File: src/rtl/irq_ctrl_pkg.sv
package irq_ctrl_pkg;
    typedef enum logic [2:0] {
        SEL_PREFIX  = 3'd0,
        SEL_VECTOR  = 3'd1,
        SEL_CONTROL = 3'd2,
        SEL_MASK    = 3'd3,
        SEL_LOCAL   = 3'd4
    } reg_sel_e;

    localparam int GIE_BIT = 0;
endpackage

File: src/rtl/irq_source_group.sv
module irq_source_group #(
    parameter int SRCS = 4
) (
    input  logic            clk,
    input  logic            rst_n,
    input  logic            loc_wr,
    input  logic [7:0]      wr_data,
    input  logic [SRCS-1:0] src_req,
    output logic            mod_req
);
    typedef struct packed {
        logic [SRCS-1:0] loc_en;
    } grp_state_t;

    grp_state_t st_d, st_q;
    logic [SRCS-1:0] qual;

    always_comb begin
        st_d = st_q;
        if (loc_wr) st_d.loc_en = wr_data[SRCS-1:0];
    end

    always_ff @(posedge clk) begin
        if (!rst_n) st_q <= '0;
        else        st_q <= st_d;
    end

    genvar s;
    generate
        for (s = 0; s < SRCS; s++) begin : g_qual
            assign qual[s] = src_req[s] & st_q.loc_en[s];
        end
    endgenerate

    assign mod_req = |qual;


    local_block_chk: assert property (@(posedge clk) disable iff (!rst_n)
        (st_q.loc_en == '0) |-> !mod_req);
endmodule

File: src/rtl/irq_regfile.sv
module irq_regfile
    import irq_ctrl_pkg::*;
#(
    parameter int MODS = 4
) (
    input  logic            clk,
    input  logic            rst_n,
    input  logic            wr_en,
    input  logic [2:0]      wr_sel,
    input  logic [7:0]      wr_data,
    input  logic            clr_gie,
    output logic            gie,
    output logic [MODS-1:0] mod_mask,
    output logic [15:0]     vector
);
    typedef struct packed {
        logic [7:0]      prefix;
        logic [15:0]     vec;
        logic            gie;
        logic [MODS-1:0] mask;
    } rf_state_t;

    rf_state_t st_d, st_q;

    always_comb begin
        st_d = st_q;
        if (wr_en) begin
            st_d.prefix = 8'h00;
            unique case (reg_sel_e'(wr_sel))
                SEL_PREFIX:  st_d.prefix = wr_data;
                SEL_VECTOR:  st_d.vec    = {st_q.prefix, wr_data};
                SEL_CONTROL: st_d.gie    = wr_data[GIE_BIT];
                SEL_MASK:    st_d.mask   = wr_data[MODS-1:0];
                default:     ;
            endcase
        end
        if (clr_gie) st_d.gie = 1'b0;
    end

    always_ff @(posedge clk) begin
        if (!rst_n) st_q <= '0;
        else        st_q <= st_d;
    end

    assign gie      = st_q.gie;
    assign mod_mask = st_q.mask;
    assign vector   = st_q.vec;


    vec_high_zero_chk: assert property (@(posedge clk) disable iff (!rst_n)
        (wr_en && wr_sel == 3'd1 && $past(!(wr_en && wr_sel == 3'd0)))
        |=> vector[15:8] == 8'h00);

    vec_low_load_chk: assert property (@(posedge clk) disable iff (!rst_n)
        (wr_en && wr_sel == 3'd1) |=> vector[7:0] == $past(wr_data));
endmodule

File: src/rtl/irq_enable_ctrl.sv
module irq_enable_ctrl
    import irq_ctrl_pkg::*;
#(
    parameter int MODS  = 4,
    parameter int SRCS  = 4,
    parameter int IDX_W = (MODS > 1) ? $clog2(MODS) : 1
) (
    input  logic                 clk,
    input  logic                 rst_n,
    input  logic [MODS*SRCS-1:0] irq_req,
    input  logic                 insn_boundary,
    input  logic                 wr_en,
    input  logic [2:0]           wr_sel,
    input  logic [IDX_W-1:0]     wr_idx,
    input  logic [7:0]           wr_data,
    output logic                 irq_taken,
    output logic [15:0]          irq_vector
);
    localparam int NREQ = MODS * SRCS;

    typedef struct packed {
        logic taken;
    } top_state_t;

    top_state_t st_d, st_q;
    logic [MODS-1:0] mod_req;
    logic [MODS-1:0] mod_mask;
    logic            gie;
    logic            take_now;

    irq_regfile #(.MODS(MODS)) i_regs (
        .clk      (clk),
        .rst_n    (rst_n),
        .wr_en    (wr_en),
        .wr_sel   (wr_sel),
        .wr_data  (wr_data),
        .clr_gie  (take_now),
        .gie      (gie),
        .mod_mask (mod_mask),
        .vector   (irq_vector)
    );

    genvar m;
    generate
        for (m = 0; m < MODS; m++) begin : g_mod
            logic loc_wr;
            assign loc_wr = wr_en && (wr_sel == 3'd4) && (wr_idx == IDX_W'(m));
            irq_source_group #(.SRCS(SRCS)) i_grp (
                .clk     (clk),
                .rst_n   (rst_n),
                .loc_wr  (loc_wr),
                .wr_data (wr_data),
                .src_req (irq_req[m*SRCS +: SRCS]),
                .mod_req (mod_req[m])
            );
        end
    endgenerate

    always_comb begin
        take_now = insn_boundary && gie && |(mod_req & mod_mask);
        st_d       = st_q;
        st_d.taken = take_now;
    end

    always_ff @(posedge clk) begin
        if (!rst_n) st_q <= '0;
        else        st_q <= st_d;
    end

    assign irq_taken = st_q.taken;


    take_on_boundary_chk: assert property (@(posedge clk) disable iff (!rst_n)
        irq_taken |-> $past(insn_boundary));

    take_needs_gie_chk: assert property (@(posedge clk) disable iff (!rst_n)
        irq_taken |-> $past(gie));

    gie_cleared_chk: assert property (@(posedge clk) disable iff (!rst_n)
        irq_taken |-> !gie);

    take_needs_unmasked_chk: assert property (@(posedge clk) disable iff (!rst_n)
        irq_taken |-> $past(|(mod_req & mod_mask)));

    req_width_chk: assert property (@(posedge clk) disable iff (!rst_n)
        (irq_req[NREQ-1:0] == '0) |=> !irq_taken);
endmodule

File: config.mk
export PLATFORM = sky130hd
export DESIGN_NAME = irq_enable_ctrl
export DESIGN_NICKNAME = d
export VERILOG_FILES = /design/src/rtl/irq_ctrl_pkg.sv /design/src/rtl/irq_source_group.sv /design/src/rtl/irq_regfile.sv /design/src/rtl/irq_enable_ctrl.sv
export SDC_FILE = /design/constraint.sdc
export NUM_CORES = 1
export LEC_CHECK = 0
export CAP_MARGIN = 20
export CORE_UTILIZATION = 30
export CTS_CLUSTER_DIAMETER = 80
export DETAILED_ROUTE_END_ITERATION = 10
export PLACE_DENSITY = 0.64
export SLEW_MARGIN = 20
export SYNTH_ARGS = -nofsm -noshare
export SYNTH_HDL_FRONTEND = slang
export SYNTH_SLANG_ARGS = --single-unit
File: constraint.sdc
create_clock -name clk -period 1.35 [get_ports clk]
set_input_delay 0.2025 -clock clk [delete_from_list [all_inputs] [get_ports clk]]
set_output_delay 0.2025 -clock clk [all_outputs]
set_load 0.05 [all_outputs]
# [Yosys cells after proc, flatten, opt, wreduce, memory -nomap -nowiden]
# Cells that the tools add are included.
[word_totals] elab_cells=53 output_inout_bits=17 inputBits=33 reg_bits=46
[classes] n_bitwise=18 reduce_logical=18 n_mux=1 n_eq_ne=7
[ops] operator="4-bit OR reduction" count=5
[ops] operator="1-bit AND" count=16
[ops] operator="8-bit two-way mux" count=1
[ops] operator="1-bit logical AND" count=7
[ops] operator="3-bit by 2-bit == test with 1-bit output, second input constant" count=2
[ops] operator="2-bit AND reduction" count=3
[ops] operator="4-bit AND" count=1
[ops] operator="2-bit == test, second input constant" count=2
[ops] operator="3-bit by 1-bit == test with 1-bit output, second input constant" count=1
[ops] operator="3-bit == test, second input constant" count=1
[ops] operator="3-bit logical NOT" count=1
[ops] operator="2-bit by 1-bit == test with 1-bit output, second input constant" count=1
[ops] operator="2-bit logical NOT" count=1
[ops] operator="2-bit OR reduction" count=1
[ops] operator="1-bit NOT" count=1

# [Longest topological paths before layout]
# Gate-level depths: netlist of run 1.
[logic_depth] word_depth=6 ltp_mapped=6 ltp_nobuf=4

# [Cells and area by module]
# A second synthesis of run 1 with hierarchy kept.
[hier_totals] cells_unflattened=215 area_unflattened_um2=2129.5
[modules_own_cells] module="irq_regfile" cells_each=137 area_per_inst_um2=1320.0 seq_area_each_um2=580.6 instances=1
[modules_own_cells] module="irq_source_group" cells_each=16 area_per_inst_um2=175.2 seq_area_each_um2=80.1 instances=4
[modules_own_cells] module="irq_enable_ctrl" cells_each=14 area_per_inst_um2=108.9 seq_area_each_um2=20.0 instances=1

# [Least setup slack after synthesis of run 1]
# OpenSTA, ideal clock, no wires.
[synth_timing] path_kind="input to register" start="in wr_sel[0]" end="reg g_mod[0].i_grp.st_q[0] in the netlist's numbering" path_buffers=0 t_arrival_ns=1.058 stages=4 setup_ns=0.116 path_slack_ns=0.176 path_cell_list="and4bb_1 > nor3b_4 > mux2i_1 > nor2b_1"
[synth_via] elab_chain_cells=3
[synth_lines] item="start, declared" line_no="irq_enable_ctrl.sv:13" source="input logic [2:0] wr_sel,"
[synth_lines] item="3-bit == test" line_no="irq_enable_ctrl.sv:47" source="assign loc_wr = wr_en && (wr_sel == 3'd4) && (wr_idx == IDX_W'(m));"
[synth_lines] item="1-bit logical AND (2 in series)" line_no="irq_enable_ctrl.sv:47"
[synth_lines] item="end signal, assigned" line_no="irq_source_group.sv:25" source="else st_q <= st_d;"
[synth_lines] item="end, declared" line_no="irq_source_group.sv:15" source="grp_state_t st_d, st_q;"
# Every way passes these cells.
# A chain may end at the register's enable or synchronous reset.

# [Final worst setup path of run 1]
[layout_timing] start="in irq_req[12]" end="reg st_q (netlist: irq_taken)"
[layout_via] elab_chain_cells=5
[layout_lines] item="start, declared" line_no="irq_enable_ctrl.sv:10" source="input logic [MODS*SRCS-1:0] irq_req,"
[layout_lines] item="1-bit AND" line_no="irq_source_group.sv:31" source="assign qual[s] = src_req[s] & st_q.loc_en[s];"
[layout_lines] item="4-bit OR reduction" line_no="irq_source_group.sv:35" source="assign mod_req = |qual;"
[layout_lines] item="4-bit AND" line_no="irq_enable_ctrl.sv:60" source="take_now = insn_boundary && gie && |(mod_req & mod_mask);"
[layout_lines] item="4-bit OR reduction" line_no="irq_enable_ctrl.sv:60"
[layout_lines] item="1-bit logical AND" line_no="irq_enable_ctrl.sv:60"
[layout_lines] item="end signal, assigned" line_no="irq_enable_ctrl.sv:67" source="else st_q <= st_d;"
[layout_lines] item="end, declared" line_no="irq_enable_ctrl.sv:25" source="top_state_t st_d, st_q;"
# Every way passes these cells.

==> out/metrics.csv, run 1 <==
stage;metric;value;unit
worst_setup_path;Max FO, Critical Path;2;
outcome;violations in the final reports;design-rule violations;
timing;transition at the pin with the smallest max-transition slack;365;ps
clock_tree;clock-pin slew on the worst setup and hold paths;90;ps
timing;achievable frequency;821;MHz
worst_setup_path;crit start category;input port;
place;global placer's final weighted congestion;0.737;
power;largest voltage drop on the vdd net;0.763;mV
detailed_routing;number of design rule violations left after detail routing;8;
floorplan;Die Area;0.00708;mm^2
hold_path;hold-critical path depth;2;
detailed_routing;violation count after the first detailed-routing iteration;108;
worst_setup_path;Register-to-Register Path Depth;4;
worst_setup_path;Worst Path Arrival;1420;ps
power;internal power consumption;0.00208;W
floorplan;die outline height;84.2;um
synthesis;Post-Syn Area;0.00203;mm^2
detailed_routing;First-pass DRT Iterations;7;
hold_path;start point of the worst hold path;i_regs.st_q[27]$_SDFFE_PN0P_;
detailed_routing;total vias in the final route;1512;
place;Detailed Place HPWL;3070;um
timing;worst setup skew after layout;10.1;ps
synthesis;synthesized net count;244;
power;power density cells;955;mW/mm^2
worst_setup_path;Crit path depth;5;
timing;number of hold violations in the final report;0;
power;Psw;0.000628;W
timing;Final TNS setup;0;ps
clock_tree;Worst-Skew Late Latency;310;ps
synthesis;post-synthesis cell count;211;
global_route;maximum number of pins on one net before global-route repair;47;
synthesis;area share of the largest cell type after synthesis;45.5;%
clock_tree;clock tree root buffer cell;clkbuf_8;
outcome;run status;finished, violations left;
synthesis;share of the yosys chip area belonging to registers;45.5;%
power;portion of total power attributed to combinational logic;10.1;%
detailed_routing;count of nets left with antenna violations after detail routing;0;
flow_run;max capacitance violation total;0;
timing;final worst-path setup slack;133;ps
detailed_routing;detailed-routed wire length on met2;1890;um
place;number of I/O port buffers;49;
synthesis;synth warn;0;
cells_and_area;area used by multi-input combinational logic;942;um^2
detailed_routing;Metal-1 WL;2060;um
global_route;first-pass GRT wire length;7000;um
synthesis;library cells used by synthesis;22;
hold_path;worst hold path endpoint;i_regs.vector[14]$_SDFFE_PN0P_;
worst_setup_path;cell type of the slowest stage on the worst timing path;clkdlybuf4s50_1;
synthesis;fraction of synthesis flops using an asynchronous set or reset pin;0;%
clock_tree;clk sinks;46;
global_route;initial antenna violation count;1;
synthesis;Synth Area per Inst;9.60;um^2
floorplan;placeable core region;0.00642;mm^2
worst_setup_path;register-to-register path setup slack;150;ps
synthesis;biggest area consumer among synthesized cells;dfxtp_1;
timing;final critical delay including setup and external delays;1220;ps
global_route;vias in the first global route;1417;
cells_and_area;Antenna Diode Count;0;
timing;worst rel slew slack;75.6;%
worst_setup_path;Slowest Stage Delay on Critical Path;410;ps
place;setup slack after placement;-432;ps
worst_setup_path;buffer and inverter count on the worst path;1;
cells_and_area;fill cell total of the finished layout;629;
timing;Final Slew Violations;0;
power;proportion of power drawn by flip-flops and latches;50.9;%
global_route;total grt overflow;0;
worst_setup_path;start-to-end type of the worst setup path;input port to flip-flop;
worst_setup_path;CP Capture Type;flip-flop;
hold_path;type of the worst min-delay path;flip-flop to flip-flop;
detailed_routing;highest metal layer with signal wires;met5;
timing;endpoints failing setup;0;
floorplan;overall die width;84.2;um
power;leakage power of the design;1.13;nW
clock_tree;CTS H-tree lvls;2;
power;proportion of power drawn by the clock network;39.0;%
power;switching portion of total power;23.2;%
clock_tree;Clock Path Buffers;2;
cells_and_area;synthesis-to-layout area growth;40.1;%
timing;RSZ-0062 raised after global routing;false;
timing;post-route fraction of the period consumed by the critical path;90.2;%
global_route;GR Util All Layers;12.8;%
synthesis;ys flop type;dfxtp_1;
floorplan;Ports;50;
synthesis;top-count cell post-synth;dfxtp_1;
synthesis;cell types with the largest area share after synthesis;dfxtp_1, mux2i_1, nor2b_1;
detailed_routing;average wire per cell in the routed design;12.7;um
cells_and_area;share of layout cells above drive strength 1;15.7;%
worst_setup_path;required time of the critical path;1550;ps
worst_setup_path;series of cell instances along the critical path;clkdlybuf4s50_1, a22o_1, o21ai_0, a41oi_1, and2_1;
worst_setup_path;origin of the critical flop-to-flop path;g_mod[3].i_grp.st_q[0]$_SDFFE_PN0P_;
worst_setup_path;cell type group with the largest total delay on the critical path;compound AO/OA/AOI/OAI gates;
floorplan;Initial Util;31.5;%
worst_setup_path;Reg-to-Reg End;irq_taken$_SDFF_PN0_;
synthesis;Yosys reg bits;46;
clock_tree;count of hold buffers inserted by post-cts repair;0;
synthesis;synth cell count leaders;dfxtp_1, nand2_1, nor2b_1;
clock_tree;clock tree from TritonCTS;yes;
cells_and_area;total number of nets in the final design;287;
detailed_routing;average vias per placed instance;4.55;
detailed_routing;metal3 WL;214;um
clock_tree;CTS buffer count;5;
synthesis;Post-synth EDFFs;0;
cells_and_area;register area;921;um^2
floorplan;number of rows in the core area;29;
detailed_routing;sum of routed wire length over all layers;4230;um
## worst register-to-register path, stage by stage, from the launching register on
cell     delay (ps)
dfxtp_1         320
a22o_1          200
o21ai_0         210
a41oi_1         180
and2_1          190
## registers in the layout, summed over array words and instances (netlist names)
name	flops
irq_taken	1
i_regs.vector	16
i_regs.gie	1
g_mod.i_grp.st_q	16
i_regs.mod_mask	4
i_regs.st_q	8
## per-stage QoR
stage               instance area, um^2  hold WS, ps  util (%)  cells  total power [W]
finish                             2840          454      44.2    332          0.00271
floorplan                          2030          347         -    211          0.00152
global route                       2840          479      44.2    332          0.00282
detailed placement                 2720          447      42.3    323          0.00169
CTS                                2830          461      44.1    332          0.00274
global placement                   2720          439      42.3    323          0.00169
## routing by layer
layer	vias to the layer above	global-route usage (%)
met5	-	0
met4	2	4.23
met3	6	4.82
met2	35	20.0
met1	690	16.4
li1	779	-
## how the worst max path moves through the flow
stage,startpoint,end,slack (ps)
after floorplan,wr_sel[0],g_mod[0].i_grp.st_q[0]$_SDFFE_PN0P_,180
after global placement,wr_en,g_mod[0].i_grp.st_q[3]$_SDFFE_PN0P_,-380
after detailed placement,wr_en,g_mod[0].i_grp.st_q[3]$_SDFFE_PN0P_,-430
after CTS,wr_sel[2],g_mod[3].i_grp.st_q[0]$_SDFFE_PN0P_,60
after global routing,g_mod[0].i_grp.st_q[2]$_SDFFE_PN0P_,i_regs.gie$_SDFFE_PP0P_,30
final,irq_req[12],irq_taken$_SDFF_PN0_,130
## layout by cell type (no fill, tap or decap)
| cell type | n |
|---|---|
| and3b_1 | 2 |
| nand3_1 | 2 |
| nand2_1 | 33 |
| mux2i_1 | 21 |
| nor3b_4 | 1 |
| buf_6 | 1 |
| and2_1 | 1 |
| a21oi_1 | 8 |
| clkbuf_8 | 5 |
| dlygate4sd2_1 | 3 |
| nor3b_1 | 1 |
| nand3b_1 | 3 |
| nor3b_2 | 1 |
| clkdlybuf4s50_1 | 28 |
| a21boi_1 | 3 |
| bufinv_16 | 1 |
| a22o_1 | 8 |
| o21ai_0 | 4 |
| a41oi_1 | 1 |
| dfxtp_1 | 46 |
| and4bb_2 | 1 |
| and2b_1 | 8 |
| buf_4 | 10 |
| buf_12 | 18 |
| clkinvlp_4 | 2 |
| dlymetal6s2s_1 | 1 |
| nor2b_1 | 29 |
| a21boi_0 | 13 |
## power groups by stage
stage,registers (W),logic (W),clock network [W]
finish,0.00138,0.000274,0.00106
global route,0.00138,0.000293,0.00114
CTS,0.00138,0.000276,0.00108
detailed placement,0.00141,0.000277,0
global placement,0.00141,0.000276,0
floorplan,0.00141,0.000109,0
## cell type report
type | count | area share, %
clock inverters | 3 | 1.59
clock buffers | 5 | 2.42
well taps | 77 | 3.39
multi-input cells | 140 | 33.2
repair buffers | 61 | 27.0
flip-flops and latches | 46 | 32.4
## kinds of logic (layout without fill, tap and decap cells)
group,Yosys count,in the layout,synth area share [%]
compound gates,37,37,12.8
simple gates,82,82,23.3
mux,21,21,10.4
buf+inv,25,69,8.03
flops,46,46,45.5
## timing repair
| action | 4_1_cts | 5_1_grt |
|---|---|---|
| endpoints found under the setup margin | 4 | 14 |
| pin swaps | 1 | 0 |
| gates resized for setup | 4 | 2 |
| buffers inserted | 1 | 0 |
No activity file was read; power rests on OpenSTA's default activity.
==> inputs of run 2 (changes only) <==
CAP_MARGIN = 25   (was 20)
REMOVE_ABC_BUFFERS = 1   (was not set)
==> run 2 against run 1 <==
The flow still finishes with violations (design-rule violations). Critical endpoint unchanged. Wire length fell by 1.0%. Via count shrank 1.7%. Largest cell class unchanged. Non-clock buffer count up 1. Worst hold slack worse by 5.2 ps. Sequential power barely moved. Flip-flop and latch count did not move. Global-route usage about the same. Clock power is 20% lower. Sequential share of layout area rose by 0.11 points.
==> out/metrics.csv, run 2 (synthesized netlist as in run 1, its figures left out) <==
stage;metric;value;unit
detailed_routing;number of design rule violations left after detail routing;8;
clock_tree;clock tree root buffer cell;clkbuf_8;
timing;worst rel slew slack;75.7;%
timing;endpoints failing setup;0;
cells_and_area;fill cell total of the finished layout;633;
timing;achievable frequency;813;MHz
place;Detailed Place HPWL;3030;um
worst_setup_path;CP Capture Type;flip-flop;
global_route;first-pass GRT wire length;7160;um
timing;transition at the pin with the smallest max-transition slack;363;ps
floorplan;overall die width;84.2;um
worst_setup_path;cell type of the slowest stage on the worst timing path;clkdlybuf4s50_1;
flow_run;max capacitance violation total;0;
floorplan;Initial Util;31.5;%
worst_setup_path;Reg-to-Reg End;irq_taken$_SDFF_PN0_;
worst_setup_path;Slowest Stage Delay on Critical Path;410;ps
clock_tree;CTS H-tree lvls;2;
worst_setup_path;Worst Path Arrival;1420;ps
power;portion of total power attributed to combinational logic;11.1;%
timing;RSZ-0062 raised after global routing;false;
cells_and_area;share of layout cells above drive strength 1;15.6;%
hold_path;type of the worst min-delay path;flip-flop to flip-flop;
timing;worst setup skew after layout;0.914;ps
clock_tree;Worst-Skew Late Latency;290;ps
global_route;GR Util All Layers;12.9;%
global_route;vias in the first global route;1451;
detailed_routing;sum of routed wire length over all layers;4190;um
place;number of cells in the design after placement;325;
worst_setup_path;Register-to-Register Path Depth;4;
worst_setup_path;register-to-register path setup slack;150;ps
global_route;initial antenna violation count;0;
clock_tree;clock-pin slew on the worst setup and hold paths;80;ps
power;switching portion of total power;22.2;%
power;leakage power of the design;1.13;nW
worst_setup_path;Max FO, Critical Path;2;
outcome;run status;finished, violations left;
power;proportion of power drawn by flip-flops and latches;55.1;%
clock_tree;quantity of gates resized following cts;5;
worst_setup_path;cell type group with the largest total delay on the critical path;compound AO/OA/AOI/OAI gates;
place;number of I/O port buffers;49;
cells_and_area;core occupancy in the finished layout;44.0;%
cells_and_area;final cell count without fillers;333;
clock_tree;clk sinks;46;
floorplan;number of rows in the core area;29;
worst_setup_path;start-to-end type of the worst setup path;input port to flip-flop;
clock_tree;count of hold buffers inserted by post-cts repair;0;
power;proportion of power drawn by the clock network;33.8;%
power;largest voltage drop on the vdd net;0.489;mV
cells_and_area;Antenna Diode Count;0;
power;power density cells;886;mW/mm^2
worst_setup_path;buffer and inverter count on the worst path;1;
timing;Final Slew Violations;0;
timing;post-route fraction of the period consumed by the critical path;91.1;%
power;internal power consumption;0.00195;W
cells_and_area;synthesis-to-layout area growth;39.7;%
cells_and_area;highest-count cells in the layout ignoring fill and taps;dfxtp_1, nand2_1, nor2b_1;
worst_setup_path;required time of the critical path;1540;ps
clock_tree;Clock Path Buffers;2;
outcome;violations in the final reports;design-rule violations;
floorplan;Die Area;0.00708;mm^2
place;global placer's final weighted congestion;0.715;
cells_and_area;commonest non-fill, non-tap cell in the layout;dfxtp_1;
detailed_routing;violation count after the first detailed-routing iteration;82;
clock_tree;clock tree from TritonCTS;yes;
detailed_routing;total vias in the final route;1487;
power;Psw;0.000556;W
global_route;maximum number of pins on one net before global-route repair;47;
floorplan;placeable core region;0.00642;mm^2
hold_path;start point of the worst hold path;i_regs.st_q[27]$_SDFFE_PN0P_;
floorplan;die outline height;84.2;um
clock_tree;CTS buffer count;5;
worst_setup_path;origin of the critical flop-to-flop path;g_mod[3].i_grp.st_q[0]$_SDFFE_PN0P_;
timing;final critical delay including setup and external delays;1230;ps
floorplan;Ports;50;
hold_path;worst hold path endpoint;i_regs.vector[14]$_SDFFE_PN0P_;
worst_setup_path;crit start category;input port;
timing;number of hold violations in the final report;0;
clock_tree;post-CTS repair timing setup buffer count;0;
detailed_routing;average vias per placed instance;4.47;
hold_path;hold-critical path depth;2;
worst_setup_path;series of cell instances along the critical path;clkdlybuf4s50_1, a22o_1, o21ai_0, a41oi_1, and2_1;
detailed_routing;First-pass DRT Iterations;8;
cells_and_area;total number of nets in the final design;288;
detailed_routing;count of nets left with antenna violations after detail routing;0;
detailed_routing;average wire per cell in the routed design;12.6;um
global_route;total grt overflow;0;
-- run 2: cell count changes in the layout (fill, tap and decap cells not counted), sizes merged --
| cell | before | now |
|---|---|---|
| bufinv | 1 | 0 |
| dlymetal6s2s | 1 | 0 |
| buf | 29 | 30 |
| dlygate4sd2 | 3 | 4 |
| clkinv | 0 | 1 |
| clkbuf | 5 | 7 |
| clkinvlp | 2 | 0 |
-- run 2: metrics by stage --
stage          total power, W  setup slack [ps]  instance area (um^2)  hold slack, ps  setup TNS [ps]
6_report              0.00251               120                  2830             449               0
5_1_grt               0.00262              52.0                  2830             483               0
4_1_cts               0.00254               115                  2830             453               0
3_5_place_dp          0.00170              -420                  2740             441          -12700
3_3_place_gp          0.00169              -418                  2740             440          -11690
2_1_floorplan         0.00149               176                  1860             324               0
-- run 2: worst max-delay path by stage --
stage,startpoint,endpoint,depth (start not counted)
floorplan,wr_sel[0],g_mod[0].i_grp.st_q[0]$_SDFFE_PN0P_,4
global placement,wr_en,g_mod[0].i_grp.st_q[1]$_SDFFE_PN0P_,5
detailed placement,wr_en,g_mod[0].i_grp.st_q[0]$_SDFFE_PN0P_,5
CTS,irq_req[12],irq_taken$_SDFF_PN0_,5
global route,wr_en,g_mod[0].i_grp.st_q[0]$_SDFFE_PN0P_,5
finish,irq_req[14],irq_taken$_SDFF_PN0_,5
-- run 2: layout make-up --
class / count / area (um^2) / area share (%)
Multi-Input combinational cell: 140 / 942 / 33.3
Sequential cell: 46 / 921 / 32.6
Timing Repair Buffer: 62 / 778 / 27.5
Tap cell: 77 / 96.3 / 3.41
Clock buffer: 7 / 86.3 / 3.05
Clock inverter: 1 / 5.00 / 0.177
-- run 2: worst min-delay path: stages, from the launching register on --
cell,delay (ps)
dfxtp_1,310
nand2_1,50
a21boi_1,50
-- run 2: power by group through the flow --
stage,logic (W),registers (W),clock network [W]
4_1_cts,0.000280,0.00138,0.000879
5_1_grt,0.000298,0.00138,0.000935
3_3_place_gp,0.000281,0.00141,0
6_report,0.000277,0.00138,0.000847
2_1_floorplan,0.0000643,0.00143,0
3_5_place_dp,0.000283,0.00141,0
-- run 2: metal layers --
layer	wire (um)	GRT usage [%]	part of all wire [%]
met1	2090	17.2	50
met2	1860	19.9	44
met3	199	3.54	4.8
met4	47	4.70	1.1
met5	0	0	0
==> inputs of run 3 (changes only) <==
CORE_MARGIN = 10   (was not set)
HOLD_SLACK_MARGIN = 0.02   (was not set)
==> run 3 against run 2 <==
The flow now finishes without violations. Sequential share of layout area down 0.29 points. Clock skew up 3.0 ps. Flip-flop and latch count unchanged. Clock power up 0.5%. Combinational power about the same. Critical path type unchanged. Highest routed layer unchanged.
==> out/metrics.csv, run 3 (synthesized netlist as in run 1, its figures left out) <==
stage;metric;value;unit
worst_setup_path;capturing instance or port of the critical path;irq_taken$_SDFF_PN0_;
worst_setup_path;CP Capture Type;flip-flop;
worst_setup_path;start-to-end type of the worst setup path;input port to flip-flop;
clock_tree;Clock Path Buffers;2;
worst_setup_path;register-to-register path setup slack;140;ps
global_route;met1 demand-to-capacity share in global routing;11.1;%
floorplan;die outline height;102;um
global_route;vias in the first global route;1570;
clock_tree;clk sinks;46;
worst_setup_path;Worst Path Arrival;1420;ps
floorplan;number of rows in the core area;29;
detailed_routing;count of nets left with antenna violations after detail routing;0;
clock_tree;Worst-Skew Late Latency;290;ps
floorplan;Die Area;0.0104;mm^2
timing;RSZ-0062 raised after global routing;false;
worst_setup_path;required time of the critical path;1540;ps
floorplan;placeable core region;0.00646;mm^2
global_route;most heavily used metal layer in global routing;met2;
place;number of cells in the design after placement;322;
worst_setup_path;Max FO, Critical Path;2;
timing;worst rel slew slack;74.4;%
power;leakage power of the design;1.14;nW
place;global placer's final weighted congestion;0.749;
detailed_routing;violation count after the first detailed-routing iteration;63;
global_route;total grt overflow;0;
flow_run;max capacitance violation total;0;
clock_tree;clock tree from TritonCTS;yes;
timing;post-route fraction of the period consumed by the critical path;91.1;%
power;largest voltage drop on the vdd net;0.388;mV
place;setup slack after placement;-381;ps
worst_setup_path;origin of the critical flop-to-flop path;g_mod[3].i_grp.st_q[0]$_SDFFE_PN0P_;
cells_and_area;core occupancy in the finished layout;44.2;%
cells_and_area;total number of nets in the final design;285;
cells_and_area;commonest non-fill, non-tap cell in the layout;dfxtp_1;
clock_tree;clock-pin slew on the worst setup and hold paths;80;ps
timing;Final Slew Violations;0;
global_route;met2 usage;15.1;%
detailed_routing;average wire per cell in the routed design;14.2;um
timing;worst setup skew after layout;3.95;ps
detailed_routing;First-pass DRT Iterations;4;
timing;endpoints failing setup;0;
worst_setup_path;launching instance or port of the critical path;irq_req[12];
outcome;run status;completed;
global_route;GR Util All Layers;9.37;%
place;Detailed Place HPWL;3540;um
worst_setup_path;Register-to-Register Path Depth;4;
global_route;first-pass GRT wire length;7760;um
cells_and_area;final cell count without fillers;333;
worst_setup_path;crit start category;input port;
floorplan;overall die width;102;um
timing;achievable frequency;813;MHz
timing;number of hold violations in the final report;0;
detailed_routing;sum of routed wire length over all layers;4730;um
worst_setup_path;Reg-to-Reg End;irq_taken$_SDFF_PN0_;
global_route;met3 track demand over resource;3.64;%
place;number of I/O port buffers;49;
timing;final critical delay including setup and external delays;1230;ps
global_route;maximum number of pins on one net before global-route repair;47;
cells_and_area;highest-count cells in the layout ignoring fill and taps;dfxtp_1, nand2_1, nor2b_1;
global_route;initial antenna violation count;3;
power;power density cells;880;mW/mm^2
timing;transition at the pin with the smallest max-transition slack;383;ps
detailed_routing;total vias in the final route;1501;
floorplan;Ports;50;
cells_and_area;synthesis-to-layout area growth;40.9;%
clock_tree;CTS H-tree lvls;2;
floorplan;Initial Util;31.4;%
detailed_routing;average vias per placed instance;4.51;
place;placed cell areas;0.00273;mm^2
timing;final worst-path setup slack;120;ps
cells_and_area;Post-Layout Inst Area;0.00285;mm^2
detailed_routing;number of design rule violations left after detail routing;0;
clock_tree;CTS buffer count;5;
cells_and_area;share of layout cells above drive strength 1;15.0;%
hold_path;type of the worst min-delay path;input port to flip-flop;
clock_tree;clock tree root buffer cell;clkbuf_8;
power;Power Total;0.00251;W
[run 3: worst max-delay path: stages]
cell	delay [ps]
clkdlybuf4s50_1	400
a22o_1	230
o21ai_0	210
a41oi_1	180
and2_1	190
[run 3: area by class of cell]
class / count / area, um^2
fillers: 617 / 3600
multi-input cells: 140 / 958
flip-flops and latches: 46 / 921
repair buffers: 59 / 779
well taps: 77 / 96.3
clock buffers: 7 / 86.3
diodes: 3 / 7.51
clock inverters: 1 / 5.00
[run 3: stage by stage]
step           hold WS, ps  TNS [ps]
3_3_place_gp           438    -12730
3_5_place_dp           446    -14240
2_1_floorplan          324         0
6_report               444         0
4_1_cts                457         0
5_1_grt                474         0
[run 3: timing repair]
| action | 4_1_cts | 5_1_grt |
|---|---|---|
| setup buffers | 0 | 0 |
| pin swaps | 1 | 1 |
| resized for setup | 4 | 5 |
| setup endpoints to repair | 24 | 34 |
| hold buffers | 0 | 0 |
[run 3: routing by layer]
| layer | vias to the layer above | wire length (um) |
|---|---|---|
| met2 | 33 | 2230 |
| met5 | - | 0 |
| met4 | 0 | 44 |
| met1 | 683 | 2150 |
| met3 | 6 | 313 |
| li1 | 779 | - |
[run 3: power breakdown]
group	switching (W)	internal, W	total (W)	leakage [nW]
clock	0.000437	0.000413	0.000851	0.0482
sequential	0.0000105	0.00137	0.00138	0.371
combinational	0.000112	0.000168	0.000280	0.722
total	0.000560	0.00195	0.00251	1.14
[run 3: how the worst min path moves through the flow]
stage / cells past startpoint / from / end / slack [ps]
floorplan: 1 / rst_n / irq_taken$_SDFF_PN0_ / 320
global placement: 2 / i_regs.st_q[23]$_SDFFE_PN0P_ / i_regs.vector[10]$_SDFFE_PN0P_ / 440
detailed placement: 2 / i_regs.st_q[23]$_SDFFE_PN0P_ / i_regs.vector[10]$_SDFFE_PN0P_ / 450
CTS: 2 / i_regs.st_q[23]$_SDFFE_PN0P_ / i_regs.vector[10]$_SDFFE_PN0P_ / 460
global route: 5 / wr_sel[1] / i_regs.st_q[21]$_SDFFE_PN0P_ / 470
finish: 5 / wr_sel[1] / i_regs.st_q[21]$_SDFFE_PN0P_ / 440
